<file path="src/rtl/fuse_seq_pkg.sv">
// Shared types for the fuse word sequencer.
// Assumes a 3-bit command operation field at the controller.
package fuse_seq_pkg;

    typedef enum logic [2:0] {
        OP_NONE    = 3'd0,
        OP_PWRUP   = 3'd1,
        OP_AREAD   = 3'd2,
        OP_MREAD   = 3'd3,
        OP_PROG    = 3'd4,
        OP_REFRESH = 3'd5
    } fuse_op_e;

    typedef enum logic [3:0] {
        S_IDLE,
        S_PWR_A,
        S_RD_A,
        S_SCAN,
        S_PWR_M,
        S_RD_M,
        S_CHECK,
        S_PWR_F,
        S_REFRESH,
        S_GAP,
        S_WAIT,
        S_FIN
    } seq_state_e;

endpackage

</file>
<file path="src/rtl/fuse_req_check.sv">
// Request address check. It accepts a byte address only when it is word
// aligned and lies inside the fuse area, and it returns the logical word
// index. Assumes ADDR_W >= WORD_W + 2.
module fuse_req_check #(
    parameter int ADDR_W     = 12,
    parameter int AREA_BYTES = 256,
    localparam int WORD_W    = $clog2(AREA_BYTES / 4)
)(
    input  logic [ADDR_W-1:0] byte_addr_i,
    output logic              ok_o,
    output logic [WORD_W-1:0] word_o
);
    localparam logic [ADDR_W:0] LIMIT = (ADDR_W + 1)'(AREA_BYTES);

    // Alignment and range test
    always_comb begin
        ok_o = (byte_addr_i[1:0] == 2'b00) && ({1'b0, byte_addr_i} < LIMIT);
    end

    assign word_o = byte_addr_i[WORD_W+1:2];
endmodule

</file>
<file path="src/rtl/fuse_low_bit.sv">
// Lowest-set-bit picker. It gives the index of the lowest one in the mask,
// a flag for any one, and the mask with that bit cleared. This makes
// repeated use walk the bits in ascending order.
module fuse_low_bit #(
    parameter int W      = 32,
    localparam int IDX_W = $clog2(W)
)(
    input  logic [W-1:0]     mask_i,
    output logic             any_o,
    output logic [IDX_W-1:0] idx_o,
    output logic [W-1:0]     rest_o
);
    logic [W:0]   seen;
    logic [W-1:0] first;

    assign seen[0] = 1'b0;

    for (genvar g = 0; g < W; g++) begin : g_chain
        assign first[g]  = mask_i[g] & ~seen[g];
        assign seen[g+1] = seen[g] | mask_i[g];
    end

    // Encode the one-hot first bit into an index
    always_comb begin
        idx_o = '0;
        for (int i = 0; i < W; i++) begin
            if (first[i]) idx_o = idx_o | IDX_W'(i);
        end
    end

    assign any_o  = seen[W];
    assign rest_o = mask_i & ~first;
endmodule

</file>
<file path="src/rtl/fuse_row_verify.sv">
// Row verification. A row passes when every requested one-bit reads back
// as one; extra ones in the row are allowed.
module fuse_row_verify #(
    parameter int W = 32
)(
    input  logic [W-1:0] value_i,
    input  logic [W-1:0] readback_i,
    output logic         pass_o
);
    // Covered-bits comparison
    always_comb begin
        pass_o = ((value_i & readback_i) == value_i);
    end
endmodule

</file>
<file path="src/rtl/fuse_word_writer.sv">
// Fuse word program-and-verify sequencer (top).
// For each of the two redundant rows of a logical word it does: power-up,
// array read, one program command per missing one-bit (ascending), then
// power-up and margin read, and checks the row. At the end it issues a
// power-up and a refresh and pulses done.
// Assumes the controller raises busy in the cycle after each strobe and
// holds it until the operation (and any read data) is complete.
module fuse_word_writer
    import fuse_seq_pkg::*;
#(
    parameter int DATA_W     = 32,
    parameter int ADDR_W     = 12,
    parameter int AREA_BYTES = 256,
    localparam int WORD_W    = $clog2(AREA_BYTES / 4),
    localparam int BIT_W     = $clog2(DATA_W),
    localparam int PHY_W     = BIT_W + WORD_W + 1,
    localparam int ERR_W     = 2
)(
    input  logic              clk,
    input  logic              rst_n,
    input  logic              start_i,
    input  logic [ADDR_W-1:0] byte_addr_i,
    input  logic [DATA_W-1:0] value_i,
    input  logic              busy_i,
    input  logic [DATA_W-1:0] rdata_i,
    output logic              cmd_valid_o,
    output logic [2:0]        cmd_op_o,
    output logic [PHY_W-1:0]  cmd_addr_o,
    output logic              done_o,
    output logic              fail_o,
    output logic [ERR_W-1:0]  err_cnt_o,
    output logic              addr_err_o
);
    localparam logic [ERR_W-1:0] ROWS = ERR_W'(2);

    seq_state_e        state_q, ret_q;
    logic [WORD_W-1:0] word_q;
    logic [DATA_W-1:0] val_q, mask_q, rb_q;
    logic              row_q;
    logic [ERR_W-1:0]  err_q;
    logic              fail_q, aerr_q, done_q;
    logic              cmd_v_q;
    fuse_op_e          cmd_op_q;
    logic [PHY_W-1:0]  cmd_addr_q;

    logic              req_ok;
    logic [WORD_W-1:0] req_word;
    logic              bit_any;
    logic [BIT_W-1:0]  bit_idx;
    logic [DATA_W-1:0] mask_rest;
    logic              row_pass;
    logic [PHY_W-1:0]  row_addr;

    fuse_req_check #(
        .ADDR_W     (ADDR_W),
        .AREA_BYTES (AREA_BYTES)
    ) u_req (
        .byte_addr_i (byte_addr_i),
        .ok_o        (req_ok),
        .word_o      (req_word)
    );

    fuse_low_bit #(.W(DATA_W)) u_pick (
        .mask_i (mask_q),
        .any_o  (bit_any),
        .idx_o  (bit_idx),
        .rest_o (mask_rest)
    );

    fuse_row_verify #(.W(DATA_W)) u_ver (
        .value_i    (val_q),
        .readback_i (rb_q),
        .pass_o     (row_pass)
    );

    // Physical row index used by read commands
    assign row_addr = PHY_W'({word_q, row_q});

    // Sequencer state machine and command register
    always_ff @(posedge clk) begin
        if (!rst_n) begin
            state_q    <= S_IDLE;
            ret_q      <= S_IDLE;
            word_q     <= '0;
            val_q      <= '0;
            mask_q     <= '0;
            rb_q       <= '0;
            row_q      <= 1'b0;
            err_q      <= '0;
            fail_q     <= 1'b0;
            aerr_q     <= 1'b0;
            done_q     <= 1'b0;
            cmd_v_q    <= 1'b0;
            cmd_op_q   <= OP_NONE;
            cmd_addr_q <= '0;
        end else begin
            done_q  <= 1'b0;
            cmd_v_q <= 1'b0;
            case (state_q)
                S_IDLE: begin
                    if (start_i) begin
                        if (!req_ok) begin
                            done_q <= 1'b1;
                            fail_q <= 1'b1;
                            aerr_q <= 1'b1;
                            err_q  <= '0;
                        end else begin
                            word_q  <= req_word;
                            val_q   <= value_i;
                            row_q   <= 1'b0;
                            err_q   <= '0;
                            fail_q  <= 1'b0;
                            aerr_q  <= 1'b0;
                            state_q <= S_PWR_A;
                        end
                    end
                end
                S_PWR_A: begin
                    if (!busy_i) begin
                        cmd_v_q    <= 1'b1;
                        cmd_op_q   <= OP_PWRUP;
                        cmd_addr_q <= '0;
                        ret_q      <= S_RD_A;
                        state_q    <= S_GAP;
                    end
                end
                S_RD_A: begin
                    if (!busy_i) begin
                        cmd_v_q    <= 1'b1;
                        cmd_op_q   <= OP_AREAD;
                        cmd_addr_q <= row_addr;
                        ret_q      <= S_SCAN;
                        state_q    <= S_GAP;
                    end
                end
                S_SCAN: begin
                    if (!busy_i) begin
                        if (bit_any) begin
                            cmd_v_q    <= 1'b1;
                            cmd_op_q   <= OP_PROG;
                            cmd_addr_q <= {bit_idx, word_q, row_q};
                            mask_q     <= mask_rest;
                            ret_q      <= S_SCAN;
                            state_q    <= S_GAP;
                        end else begin
                            state_q <= S_PWR_M;
                        end
                    end
                end
                S_PWR_M: begin
                    if (!busy_i) begin
                        cmd_v_q    <= 1'b1;
                        cmd_op_q   <= OP_PWRUP;
                        cmd_addr_q <= '0;
                        ret_q      <= S_RD_M;
                        state_q    <= S_GAP;
                    end
                end
                S_RD_M: begin
                    if (!busy_i) begin
                        cmd_v_q    <= 1'b1;
                        cmd_op_q   <= OP_MREAD;
                        cmd_addr_q <= row_addr;
                        ret_q      <= S_CHECK;
                        state_q    <= S_GAP;
                    end
                end
                S_CHECK: begin
                    if (!row_pass) err_q <= err_q + ERR_W'(1);
                    if (!row_q) begin
                        row_q   <= 1'b1;
                        state_q <= S_PWR_A;
                    end else begin
                        state_q <= S_PWR_F;
                    end
                end
                S_PWR_F: begin
                    if (!busy_i) begin
                        cmd_v_q    <= 1'b1;
                        cmd_op_q   <= OP_PWRUP;
                        cmd_addr_q <= '0;
                        ret_q      <= S_REFRESH;
                        state_q    <= S_GAP;
                    end
                end
                S_REFRESH: begin
                    if (!busy_i) begin
                        cmd_v_q    <= 1'b1;
                        cmd_op_q   <= OP_REFRESH;
                        cmd_addr_q <= '0;
                        ret_q      <= S_FIN;
                        state_q    <= S_GAP;
                    end
                end
                S_GAP: begin
                    state_q <= S_WAIT;
                end
                S_WAIT: begin
                    if (!busy_i) begin
                        if (cmd_op_q == OP_AREAD) mask_q <= val_q & ~rdata_i;
                        if (cmd_op_q == OP_MREAD) rb_q <= rdata_i;
                        state_q <= ret_q;
                    end
                end
                S_FIN: begin
                    done_q  <= 1'b1;
                    fail_q  <= (err_q == ROWS);
                    state_q <= S_IDLE;
                end
                default: state_q <= S_IDLE;
            endcase
        end
    end

    assign cmd_valid_o = cmd_v_q;
    assign cmd_op_o    = cmd_op_q;
    assign cmd_addr_o  = cmd_addr_q;
    assign done_o      = done_q;
    assign fail_o      = fail_q;
    assign err_cnt_o   = err_q;
    assign addr_err_o  = aerr_q;
endmodule

</file>
<file path="config.mk">
export PLATFORM = sky130hd
export DESIGN_NAME = fuse_word_writer
export DESIGN_NICKNAME = d
export VERILOG_FILES = /design/src/rtl/fuse_seq_pkg.sv /design/src/rtl/fuse_req_check.sv /design/src/rtl/fuse_low_bit.sv /design/src/rtl/fuse_row_verify.sv /design/src/rtl/fuse_word_writer.sv
export SDC_FILE = /design/constraint.sdc
export NUM_CORES = 1
export LEC_CHECK = 0
export ABC_AREA = 1
export BUFFER_PORTS_ARGS = -buffer_cell sky130_fd_sc_hd__buf_2
export CELL_PAD_IN_SITES_DETAIL_PLACEMENT = 1
export CELL_PAD_IN_SITES_GLOBAL_PLACEMENT = 1
export CORE_MARGIN = 5
export CORE_UTILIZATION = 44
export DETAILED_ROUTE_END_ITERATION = 7
export GPL_TIMING_DRIVEN = 0
export PLACE_DENSITY_LB_ADDON = 0.1
export SETUP_SLACK_MARGIN = 0.2
export SYNTH_ARGS = -nofsm -noshare
export SYNTH_HDL_FRONTEND = slang
export SYNTH_SLANG_ARGS = --single-unit
</file>
<file path="constraint.sdc">
create_clock -name clk -period 7.68 [get_ports clk]
set_input_delay 0 -clock clk [delete_from_list [all_inputs] [get_ports clk]]
set_output_delay 0 -clock clk [all_outputs]
set_load 0.03 [all_outputs]
</file>
==> run summary, run 1 <==
The run finished with clean final reports. The critical path class is reg2reg. The cell leakage power came out at 3.67 nW. Total power for the finished layout comes to 2.15 mW.

The first-iteration detailed-routing DRC count came out at 616. The final worst-path cycle share came out at 0.417. The number of max-slew violations in the final report is 0. The data arrival time of the worst path is 3.54 ns. Wires add up to 26.3 mm. The count of H-tree levels built during CTS is 4. For this run, the leading register cell type out of synthesis is dfxtp_1. The routed layout has 7509 vias. The starting density of the core came out at 0.447. By count the netlist is led by nor2_1, dfxtp_1, nand2_1.

For this run, design rule violations remaining after detail routing come to 0. The fraction of post-synthesis cell area in the top cell type by area came out at 0.407. On the critical path the largest part of the delay comes from simple AND/OR/NAND/NOR gates. The power per cell area is 250 nW/µm².

The clock latency of the later-clocked register in the worst-skew pair is 0.44 ns. The number of max-cap violations is 0. Across the VDD grid, the largest voltage drop is 0.173 mV. The die width came out at 132 µm. The achievable clock frequency came out at 312 MHz. The die covers 17300 µm².

The count of nets left with antenna violations after detail routing is 0. The min-delay analysis places its worst path in the category in2reg. The first detailed-routing pass took 5 iterations. Setup repair after global routing left no endpoint under its margin. The most used standard cell by instance count after synthesis is nor2_1.

The proportion of synthesized flip-flops having asynchronous set or reset came out at 0. The minimum period implied by the final worst setup slack came out at 3.20 ns. The normalized max-slew margin is 0.426. By area the synthesized netlist is led by dfxtp_1, nor2_1, o21ai_0.

The number of warnings printed during yosys synthesis came out at 0. The first global-routing pass estimated 42.3 mm of wire. Across every metal layer, demand over resource in global routing totals 0.301. The post-route clock skew came out at 0.0146 ns. After global routing the overflow that remains totals 0.

The number of global-route vias before repair was 7885. After routing the design area is 8600 µm². The synthesis-stage register bit count came out at 132. The standard cell core area came out at 14500 µm². The cell area after synthesis is 6500 µm². The required time of the critical path came out at 8.02 ns. Synthesis produced a netlist with a net count of 1020.

The number of buffers and inverters on the critical path is 4. The height of the die is 132 µm. In the routed layout, each cell is associated on average with a via count of 5.65. The top-level I/O count came out at 101. Entering global routing, the biggest net connects 17 pins.

After detailed placement, the total cell area comes to 7230 µm². The clock root buffer master is clkbuf_16. The synthesized design spends more area on one cell type than any other, namely dfxtp_1.

The worst setup path is launched from a flop. Setup total negative slack on the finished layout was measured at 0 ns. The number of buffers between clock root and the deepest sink is 2.

The synthesized instance count came out at 939. The endpoint kind of the worst setup timing path is a flop. The clock sink total came out at 132. The net count reported at finish is 1212. The number of non-filler instances in the completed layout came out at 1330.

The average cell area after synthesis is 6.92 µm². The layout-stage area growth over the synthesis result came out at 32.3%. Setup violations remaining at the end of the flow were counted as 0. The layout cell share with drive strength beyond 1 came out at 0.139. The slew at the pin with the worst max-slew slack is 0.858 ns. The number of enable flip-flop cells after synthesis is 0.

The largest fanout on the critical path came out at 10. The filler cells instantiated in the layout total 1870. Clock tree synthesis inserted a total of 17 buffers.

Summed over all nets, the half-perimeter wirelength after detailed placement is 17.0 mm. The number of placed instances with taps included came out at 1222. The CTS tree is built.

The number of placement rows is 44. The stage delay of the slowest cell on the critical path came out at 0.66 ns. The share of the Yosys chip area taken by registers is 0.407. The number of buffers inserted by port buffering came out at 99. The detail-routed net length per standard cell came out at 19.8 µm.

The unique cell type count in the Yosys netlist came out at 40. The clock transition at the register clock pins on the worst setup and hold paths after CTS came out at 0.06 ns. The count of final hold-check violations is 0. The critical path goes through inv_1 -> nor2_1 -> inv_1 -> nor2_1 -> inv_1 -> nor2_1 -> clkbuf_1 -> o21ai_0 -> a21oi_1. The initial antenna violation count is 2. At the end of routability-driven placement, the weighted congestion stood at 0.894. On the critical path, the stage with the largest delay is an instance of nor2_1.
-- repair_timing --
item                                   CTS  global route
setup buffers                            0             0
resized for setup                        0             0
hold buffers                            74             0
endpoints found under the hold margin   97             0
-- area by class of cell --
class                   instances  area [µm²]  area share
diodes                          2        5.00    0.000582
clock buffers                  19         443      0.0515
well taps                     184         230      0.0268
plain buffers                  50         208      0.0242
multi-input cells             655        3270       0.380
flip-flops and latches        132        2640       0.307
clock inverters                13         183      0.0212
repair buffers                173        1240       0.144
inverters                     102         384      0.0447
-- worst register-to-register path, cell delays in order (launching register included) --
cell	delay, ns
dfxtp_1	0.36
inv_1	0.09
nor2_1	0.17
inv_1	0.08
nor2_1	0.66
inv_1	0.25
nor2_1	0.49
clkbuf_1	0.55
o21ai_0	0.24
a21oi_1	0.24
-- cells in the final DEF, fill, tap and decap left out, types with 44 or more instances in the layout --
cell type	count
dfxtp_1	132
nor2_1	152
a21oi_1	82
inv_1	98
o21ai_0	95
buf_2	103
nand3_1	69
clkbuf_1	44
nand2_1	118
dlygate4sd3_1	74
-- sequential cells by signal, indices dropped and copies added, names as in the netlist --
name         cells
fail_o           1
done_o           1
cmd_op_o         3
cmd_valid_o      1
err_cnt_o        2
cmd_addr_o      12
state_q          4
ret_q            4
mask_q          32
rb_q            32
val_q           32
row_q            1
word_q           6
addr_err_o       1
-- power breakdown --
part / internal (mW) / switching (mW) / total, mW / leakage, nW
Clock: 0.550 / 0.331 / 0.881 / 0.295
Sequential: 0.750 / 0.0374 / 0.788 / 1.08
Combinational: 0.155 / 0.326 / 0.481 / 2.30
Total: 1.46 / 0.694 / 2.15 / 3.67
-- final timing paths --
path                    from    endpoint  slack, ns  cells past startpoint
setup / recovery  state_q[3]     rb_q[5]       4.48                      9
hold / removal         rst_n  mask_q[31]       0.11                      4
setup reg to reg  state_q[3]     rb_q[5]       4.48                      9
hold reg to reg    word_q[4]   word_q[4]       0.47                      2
-- metrics by stage --
| step | worst slack [ns] | hold WS [ns] | util |
|---|---|---|---|
| after global routing | 4.20 | 0.131 | 0.592 |
| after detailed placement | 4.58 | 0.251 | 0.497 |
| after global placement | 4.61 | 0.256 | 0.497 |
| after floorplan | 5.16 | 0.0716 | - |
| final | 4.48 | 0.109 | 0.592 |
| after CTS | 4.52 | 0.107 | 0.591 |
-- per-layer routing --
metal	vias up	GRT usage	part of all wire
met5	-	0	0
li1	3543	-	-
met1	3641	0.384	0.44
met3	56	0.0738	0.059
met2	269	0.503	0.48
met4	0	0.0960	0.025
-- cell families after synthesis --
group | share of synthesized area
DFF | 0.407
buffers and inverters | 0.0910
adders and majority gates | 0.00192
and+or+nand+nor | 0.292
AOI/OAI and AO/OA | 0.208
(Power assumes the default switching activity.)
==> inputs of run 2 (changes only) <==
CORE_UTILIZATION = 37   (was 44)
clock period = 2.6 ns   (was 7.68 ns; I/O delays follow)
==> run 2 against run 1 <==
  * The flow now finishes with violations (negative setup slack)
  * Clock-buffer cell count did not move
  * Sequential share of layout area fell by 3.5 points
  * Total power rose to 3.2 times the previous value
  * Via count rose by 2.8%
  * Fmax rose by 17%
  * First-iteration DRC count fell by 28%
==> run summary, run 2 (synthesis results as in run 1) <==
The count of cells along the worst hold path is 3 (-1). The number of max-slew violations in the final report came out at 0 (unchanged). The achievable clock frequency is 364 MHz (+17%). The number of buffers inserted during clock tree synthesis is 17 (unchanged).

The minimum period implied by the final worst setup slack is 2.75 ns (-0.454 ns). The normalized max-slew margin was 0.443 (+0.0167). The post-route worst setup slack is -0.147 ns (-4.63 ns). The layout cell share with drive strength beyond 1 is 0.268 (+0.129).

The die width was 143 µm (+8.4%). The top-level I/O count came out at 101 (unchanged). The power per cell area is 712 nW/µm² (+180%). The number of non-filler instances in the completed layout came out at 1421 (+6.8%). The clock sink total came out at 132 (unchanged). The total routing resource utilization after global routing came out at 0.267 (-0.0342). In this run the critical register-to-register path is captured at ret_q[1]. The die outline area is 20300 µm² (+17%). STA classifies the critical path endpoint as a flop. Setup repair after global routing could not meet its margin everywhere. The flow ran to the end, but the final reports show violations. The via count normalized by instance count came out at 5.43 (-3.7%). The clock latency of the later-clocked register in the worst-skew pair came out at 0.42 ns (-0.02 ns).

The CTS tree is built. Relative to the synthesized area, the layout overhead comes to 49.7%. The final reports fail on negative setup slack. The worst hold path begins at value_i[27]. The wire length after detailed routing is 28.0 mm (+6.4%). The setup TNS came out at -3.48 ns (-3.48 ns). The required time of the critical path came to 2.96 ns (-5.06 ns). The total number of cells along the worst setup path came to 19 (+10). The detailed placement HPWL came out at 17.6 mm (+3.5%).

The setup path with the least slack is of type reg2reg. The net count reported at finish is 1264 (+4.3%). The number of buffers and inverters on the critical path is 2 (-2). The cell family contributing the most delay on the critical path is simple AND/OR/NAND/NOR gates. The final worst-path cycle share came out at 1.06 (+0.640).

The pre-CTS worst setup slack is -0.403 ns (-4.98 ns). The most common library cell in the layout ignoring fill and taps is dfxtp_1. The remaining global-route overflow is 0 (unchanged).

The worst hold path terminates at val_q[27]. The length in cells of the worst reg-to-reg path is 19 (+10). The number of placement rows came out at 48 (+9.1%). The worst register-to-register path begins at mask_q[3].

The clock transition at the register clock pins on the worst setup and hold paths after CTS was 0.06 ns (about the same). The number of detailed-routing iterations run before antenna repair came out at 6 (+1). The count of final hold-check violations is 0 (unchanged).

The final core area utilization was 0.563 (-0.0289). Among the stages of the critical path, the cell type that occurs most often is nor2_4. The post-detailed-route DRC marker count is 0 (unchanged). The number of inserted diodes is 0 (-2). The tree is rooted in a clkbuf_16. The standard cell core area came out at 17300 µm² (+19%). The maximum number of pins on one net before global-route repair is 17 (unchanged).

The number of buffers inserted by port buffering came out at 99 (unchanged). The starting density of the core came out at 0.376 (-0.0714). Traced cell by cell, the critical path runs through nor2_4 -> nand2_4 -> nor2_8 -> nand4_4 -> nor2_4 -> nand4_4 -> nor2_4 -> nand4_4 -> nor2_4 -> nand4_4 -> nor2_4 -> nand3_2 -> nand2_4 -> nand3_4 -> buf_12 -> buf_8 -> nand3_1 -> nand2_1 -> nor2_1. The number of placed instances with taps included is 1263 (+3.4%).

The largest fanout on the critical path was 6 (-4). The count of nets left with antenna violations after detail routing was 0 (unchanged). The reg2reg setup slack came out at -0.15 ns (-4.63 ns).

The detail-routed net length per standard cell came to 19.7 µm (-0.38%). The count of H-tree levels built during CTS came out at 4 (unchanged). The initial antenna violation count is 0 (-2). The first-pass GRT wire length came to 42.5 mm (+0.46%). The slew at the pin with the worst max-slew slack came out at 0.836 ns (-0.0219 ns).

The number of buffers between clock root and the deepest sink is 2 (unchanged). The number of vias after detailed routing came to 7722 (+2.8%). The number of max-cap violations was 0 (unchanged).

The routability congestion estimate from global placement is 0.851 (-4.8%). The slowest stage of the critical path is the dfxtp_4 cell. The number of global-route vias before repair came to 7686 (-2.5%). The height of the die is 143 µm (+8.4%). The setup-violating endpoint count in the final report came out at 51 (+51). Leaving out fill and tap cells, the most frequent cells in the layout are dfxtp_1, nor2_1, nand2_1.

The stage delay of the slowest cell on the critical path came out at 0.36 ns (-0.30 ns). The path class of the tightest hold or removal check is in2reg. The peak supply drop is 0.433 mV (+150%). The cell leakage power came to 4.19 nW (+14%). The critical path startpoint category is a flop. The post-route clock skew came to 0.00733 ns (-0.00728 ns).

The first-iteration detailed-routing DRC count is 441 (-28%). The data arrival time of the worst path came out at 3.10 ns (-0.44 ns). The largest registers in the layout are mask_q x32, rb_q x32, val_q x32.
## run 2: layout make-up
type | count | area [µm²]
inverters | 102 | 404
clock inverters | 13 | 204
clock buffers | 19 | 443
well taps | 225 | 282
fillers | 2144 | 7560
multi-input cells | 655 | 3690
plain buffers | 50 | 295
flip-flops and latches | 132 | 2660
repair buffers | 225 | 1760
## run 2: metrics by stage
stage	hold WS (ns)	area [µm²]	power [mW]
after floorplan	0.0716	6540	3.20
after global placement	0.238	7320	3.63
after detailed placement	0.250	7320	3.65
after CTS	0.0438	9280	6.76
after global routing	0.0766	9730	7.21
final	0.0496	9730	6.93
## run 2: worst register-to-register path, stage by stage (launching register included)
cell     delay (ns)
dfxtp_4        0.36
nor2_4         0.15
nand2_4        0.09
nor2_8         0.13
nand4_4        0.11
nor2_4         0.14
nand4_4        0.11
nor2_4         0.13
nand4_4        0.10
nor2_4         0.14
nand4_4        0.15
nor2_4         0.17
nand3_2        0.10
nand2_4        0.09
nand3_4        0.11
buf_12         0.18
buf_8          0.12
nand3_1        0.07
nand2_1        0.09
nor2_1         0.12
## run 2: power breakdown
group	internal, mW	switching (mW)	total (mW)
Sequential	2.21	0.116	2.33
Clock	1.73	0.969	2.70
Combinational	0.765	1.14	1.90
## run 2: worst max path at each step
stage,startpoint,slack [ns],end
after floorplan,mask_q[0],0.13,mask_q[2]
after global placement,mask_q[1],-0.34,cmd_addr_o[8]
after detailed placement,mask_q[1],-0.40,mask_q[12]
after CTS,mask_q[4],-0.14,mask_q[15]
after global routing,mask_q[3],-0.42,cmd_addr_o[10]
final,mask_q[3],-0.15,ret_q[1]
## run 2: what timing repair did
item / CTS / global route
resized for setup: 90 / 89
cloned: 3 / 3
setup endpoints to repair: 98 / 101
pin swaps: 24 / 50
buffers inserted: 29 / 19
hold buffers: 72 / 0
endpoints found under the hold margin: 96 / 0
## run 2: metal layers
metal | routed length [µm] | global-route usage
met4 | 581 | 0.0730
met3 | 1630 | 0.0558
met2 | 13200 | 0.436
met1 | 12600 | 0.359
met5 | 0 | 0
==> inputs of run 3 (changes only) <==
CORE_UTILIZATION = 41   (was 37)
TNS_END_PERCENT = 10   (was unset)
clock period = 3.11 ns   (was 2.6 ns; I/O delays follow)
==> run 3 against run 2 <==
  * The run now ends clean
  * Combinational power fell by 35%
  * Routed wire length fell by 9.0%
  * Total power fell by 23%
  * Global-route usage rose by 0.86 points
  * Setup slack improved by 0.38 ns
  * Flip-flop and latch count did not move
  * Design area fell by 9.8%
  * Clock skew rose by 0.0030 ns
  * Worst hold slack got worse by 0.018 ns
  * Largest cell class unchanged
  * Largest power group unchanged
==> run summary, run 3 (synthesis results as in run 1) <==
The peak supply drop came out at 0.402 mV (-7.0%). The internal power summed over all cells came out at 3.55 mW (-25%). The height of the die is 136 µm (-4.7%). Traced cell by cell, the critical path runs through nor2_2 -> nand3_2 -> nor2_8 -> nand4_4 -> nor2_4 -> nand4_4 -> nor2_4 -> nand4_4 -> nor2_4 -> nand4_4 -> nor2_4 -> nand3_1 -> nand2_1 -> nand3_4 -> buf_4 -> nand3_1 -> nand2_1 -> nor2_1. The stage delay of the slowest cell on the critical path is 0.34 ns (-0.02 ns). The number of max-cap violations was 0 (unchanged). The top-level I/O count is 101 (unchanged). The first-iteration detailed-routing DRC count was 581 (+32%). The post-detailed-route DRC marker count is 0 (unchanged). The clock transition at the register clock pins on the worst setup and hold paths after CTS is 0.06 ns (about the same). The die width is 136 µm (-4.7%). The cell leakage power came to 3.74 nW (-11%).

The number of max-slew violations in the final report came out at 0 (unchanged). The detail-routed net length per standard cell is 18.6 µm (-5.8%). The fraction of power consumed by sequential logic is 0.365 (+0.029). The clock sink total came out at 132 (unchanged). The count of cells along the worst hold path came to 5 (+2).

The net count reported at finish is 1225 (-3.1%). The pre-CTS worst setup slack is -0.0150 ns (+0.388 ns). The die outline area came out at 18500 µm² (-9.1%). The final worst-path cycle share came out at 0.924 (-0.132). The total net switching power came out at 1.78 mW (-20%).

The number of inserted diodes is 0 (unchanged). The required time of the critical path came to 3.47 ns (+0.51 ns). The amount of wire on met3 after detailed routing came out at 1.28 mm (-21%). The switching portion of total power came out at 0.334 (+0.0133). Leaving out fill and tap cells, the most frequent cell in the layout is nor2_1. The power per cell area is 607 nW/µm² (-15%). The CTS tree is built. The wire length after detailed routing was 25.5 mm (-9.0%). The achievable clock frequency came out at 348 MHz (-4.4%). The largest registers in the layout are mask_q x32, rb_q x32, val_q x32. The post-route worst hold slack is 0.0316 ns (-0.0180 ns). The combinational cell fraction of total power was 0.230 (-0.044).

The number of placement rows came out at 46 (-4.2%). The number of detailed-routing iterations run before antenna repair is 5 (-1). The routability congestion estimate from global placement is 0.859 (+0.94%).

The number of buffers inserted by port buffering is 99 (unchanged). The clock network fraction of design power is 0.405 (+0.016). The remaining global-route overflow is 0 (unchanged). The number of buffers inserted during clock tree synthesis is 17 (unchanged). The detailed placement HPWL came out at 17.1 mm (-2.9%). The clock latency of the later-clocked register in the worst-skew pair is 0.43 ns (about the same).

The setup-violating endpoint count in the final report is 0 (-100%). The minimum period implied by the final worst setup slack is 2.87 ns (+0.128 ns). The count of final hold-check violations came out at 0 (unchanged). On the critical path, the stage with the largest delay is an instance of dfxtp_1. The number of global-route vias before repair is 7619 (-0.87%).

The total design power is 5.33 mW (-23%). The highest routed metal layer is met4. The worst setup path is launched from a flop. The critical path class is reg2reg. The initial antenna violation count is 0 (unchanged). The data arrival time of the worst path was 3.24 ns (+0.14 ns). The largest fanout on the critical path came out at 10 (+4). STA classifies the critical path endpoint as a flop. Compared with the post-synthesis result, the final layout area differs by 35.0%. The via count normalized by instance count is 5.36 (-1.4%). The standard cell core area is 15700 µm² (-9.2%). Leaving out fill and tap cells, the most frequent cells in the layout are nor2_1, dfxtp_1, nand2_1. The count of nets left with antenna violations after detail routing is 0 (unchanged). The first-pass GRT wire length is 39.5 mm (-7.1%). The count of H-tree levels built during CTS is 4 (unchanged). In this run the worst hold path is classified as in2reg. The layout cell share with drive strength beyond 1 came to 0.160 (-0.108).

The filler cell count in the final layout was 2024 (-5.6%). The tree is rooted in a clkbuf_16. The starting density of the core is 0.414 (+0.0379). The number of buffers between clock root and the deepest sink came to 2 (unchanged). The normalized max-slew margin came out at 0.529 (+0.0862). The run finished with clean final reports. The slew at the pin with the worst max-slew slack came out at 0.700 ns (-0.136 ns). The detailed-route wire length on metal 1 is 11.6 mm (-8.7%). The total length of routed met2 wires is 12.1 mm (-8.4%).

The maximum number of pins on one net before global-route repair came out at 17 (unchanged). The length in cells of the worst reg-to-reg path came out at 18 (-1). The number of vias after detailed routing came out at 7358 (-4.7%). The post-route clock skew is 0.0103 ns (+0.00296 ns). Setup repair after global routing could not meet its margin everywhere.

The post-route worst setup slack came to 0.235 ns (+0.382 ns). The total routing resource utilization after global routing is 0.276 (+0.00863).
-- run 3: timing repair --
item                       in CTS  in global routing
setup endpoints to repair      39                 83
setup buffers                   9                  7
hold endpoints to repair       95                  0
hold buffers                   71                  0
gates resized for setup        13                 12
pin swaps                       8                  9
gates cloned                    0                  0
-- run 3: layout make-up --
type                       instances  area [µm²]  area share
multi-input combinational        655        3310       0.377
sequential                       132        2640       0.301
timing repair buffer             186        1330       0.151
clock buffer                      17         425      0.0485
inverter                         102         388      0.0442
tap                              216         270      0.0308
buffer                            50         219      0.0249
clock inverter                    15         194      0.0221
-- run 3: power groups by stage --
stage | clock network [mW] | logic, mW | registers (mW)
floorplan | 0 | 0.609 | 2.06
global placement | 0 | 1.06 | 1.97
detailed placement | 0 | 1.07 | 1.97
CTS | 2.18 | 1.18 | 1.94
global route | 2.25 | 1.33 | 1.96
finish | 2.16 | 1.23 | 1.94
-- run 3: worst paths after layout --
| kind | startpoint | endpoint | slack [ns] |
|---|---|---|---|
| worst max register to register | mask_q[4] | cmd_addr_o[10] | 0.24 |
| worst max-delay path | mask_q[4] | cmd_addr_o[10] | 0.24 |
| worst min register to register | word_q[5] | word_q[5] | 0.47 |
| worst min-delay path | byte_addr_i[8] | fail_o | 0.03 |
-- run 3: metal layers --
layer,up-vias,track usage
met5,-,0
met4,0,0.101
met3,44,0.0600
met2,219,0.459
met1,3508,0.351
li1,3587,-
-- run 3: critical path: cells and delay by family (launching register included) --
kind | cells | cell delay [ns]
flip-flops | 1 | 0.34
AND/OR/NAND/NOR | 17 | 2.24
buffers and inverters | 1 | 0.23
-- run 3: stage by stage --
stage | cells | utilization | cell area (µm²) | TNS (ns)
5_1_grt | 1373 | 0.559 | 8780 | 0
6_report | 1373 | 0.559 | 8780 | 0
3_3_place_gp | 1254 | 0.462 | 7270 | 0
4_1_cts | 1366 | 0.554 | 8700 | 0
3_5_place_dp | 1254 | 0.462 | 7270 | -0.0291
2_1_floorplan | 939 | - | 6500 | 0
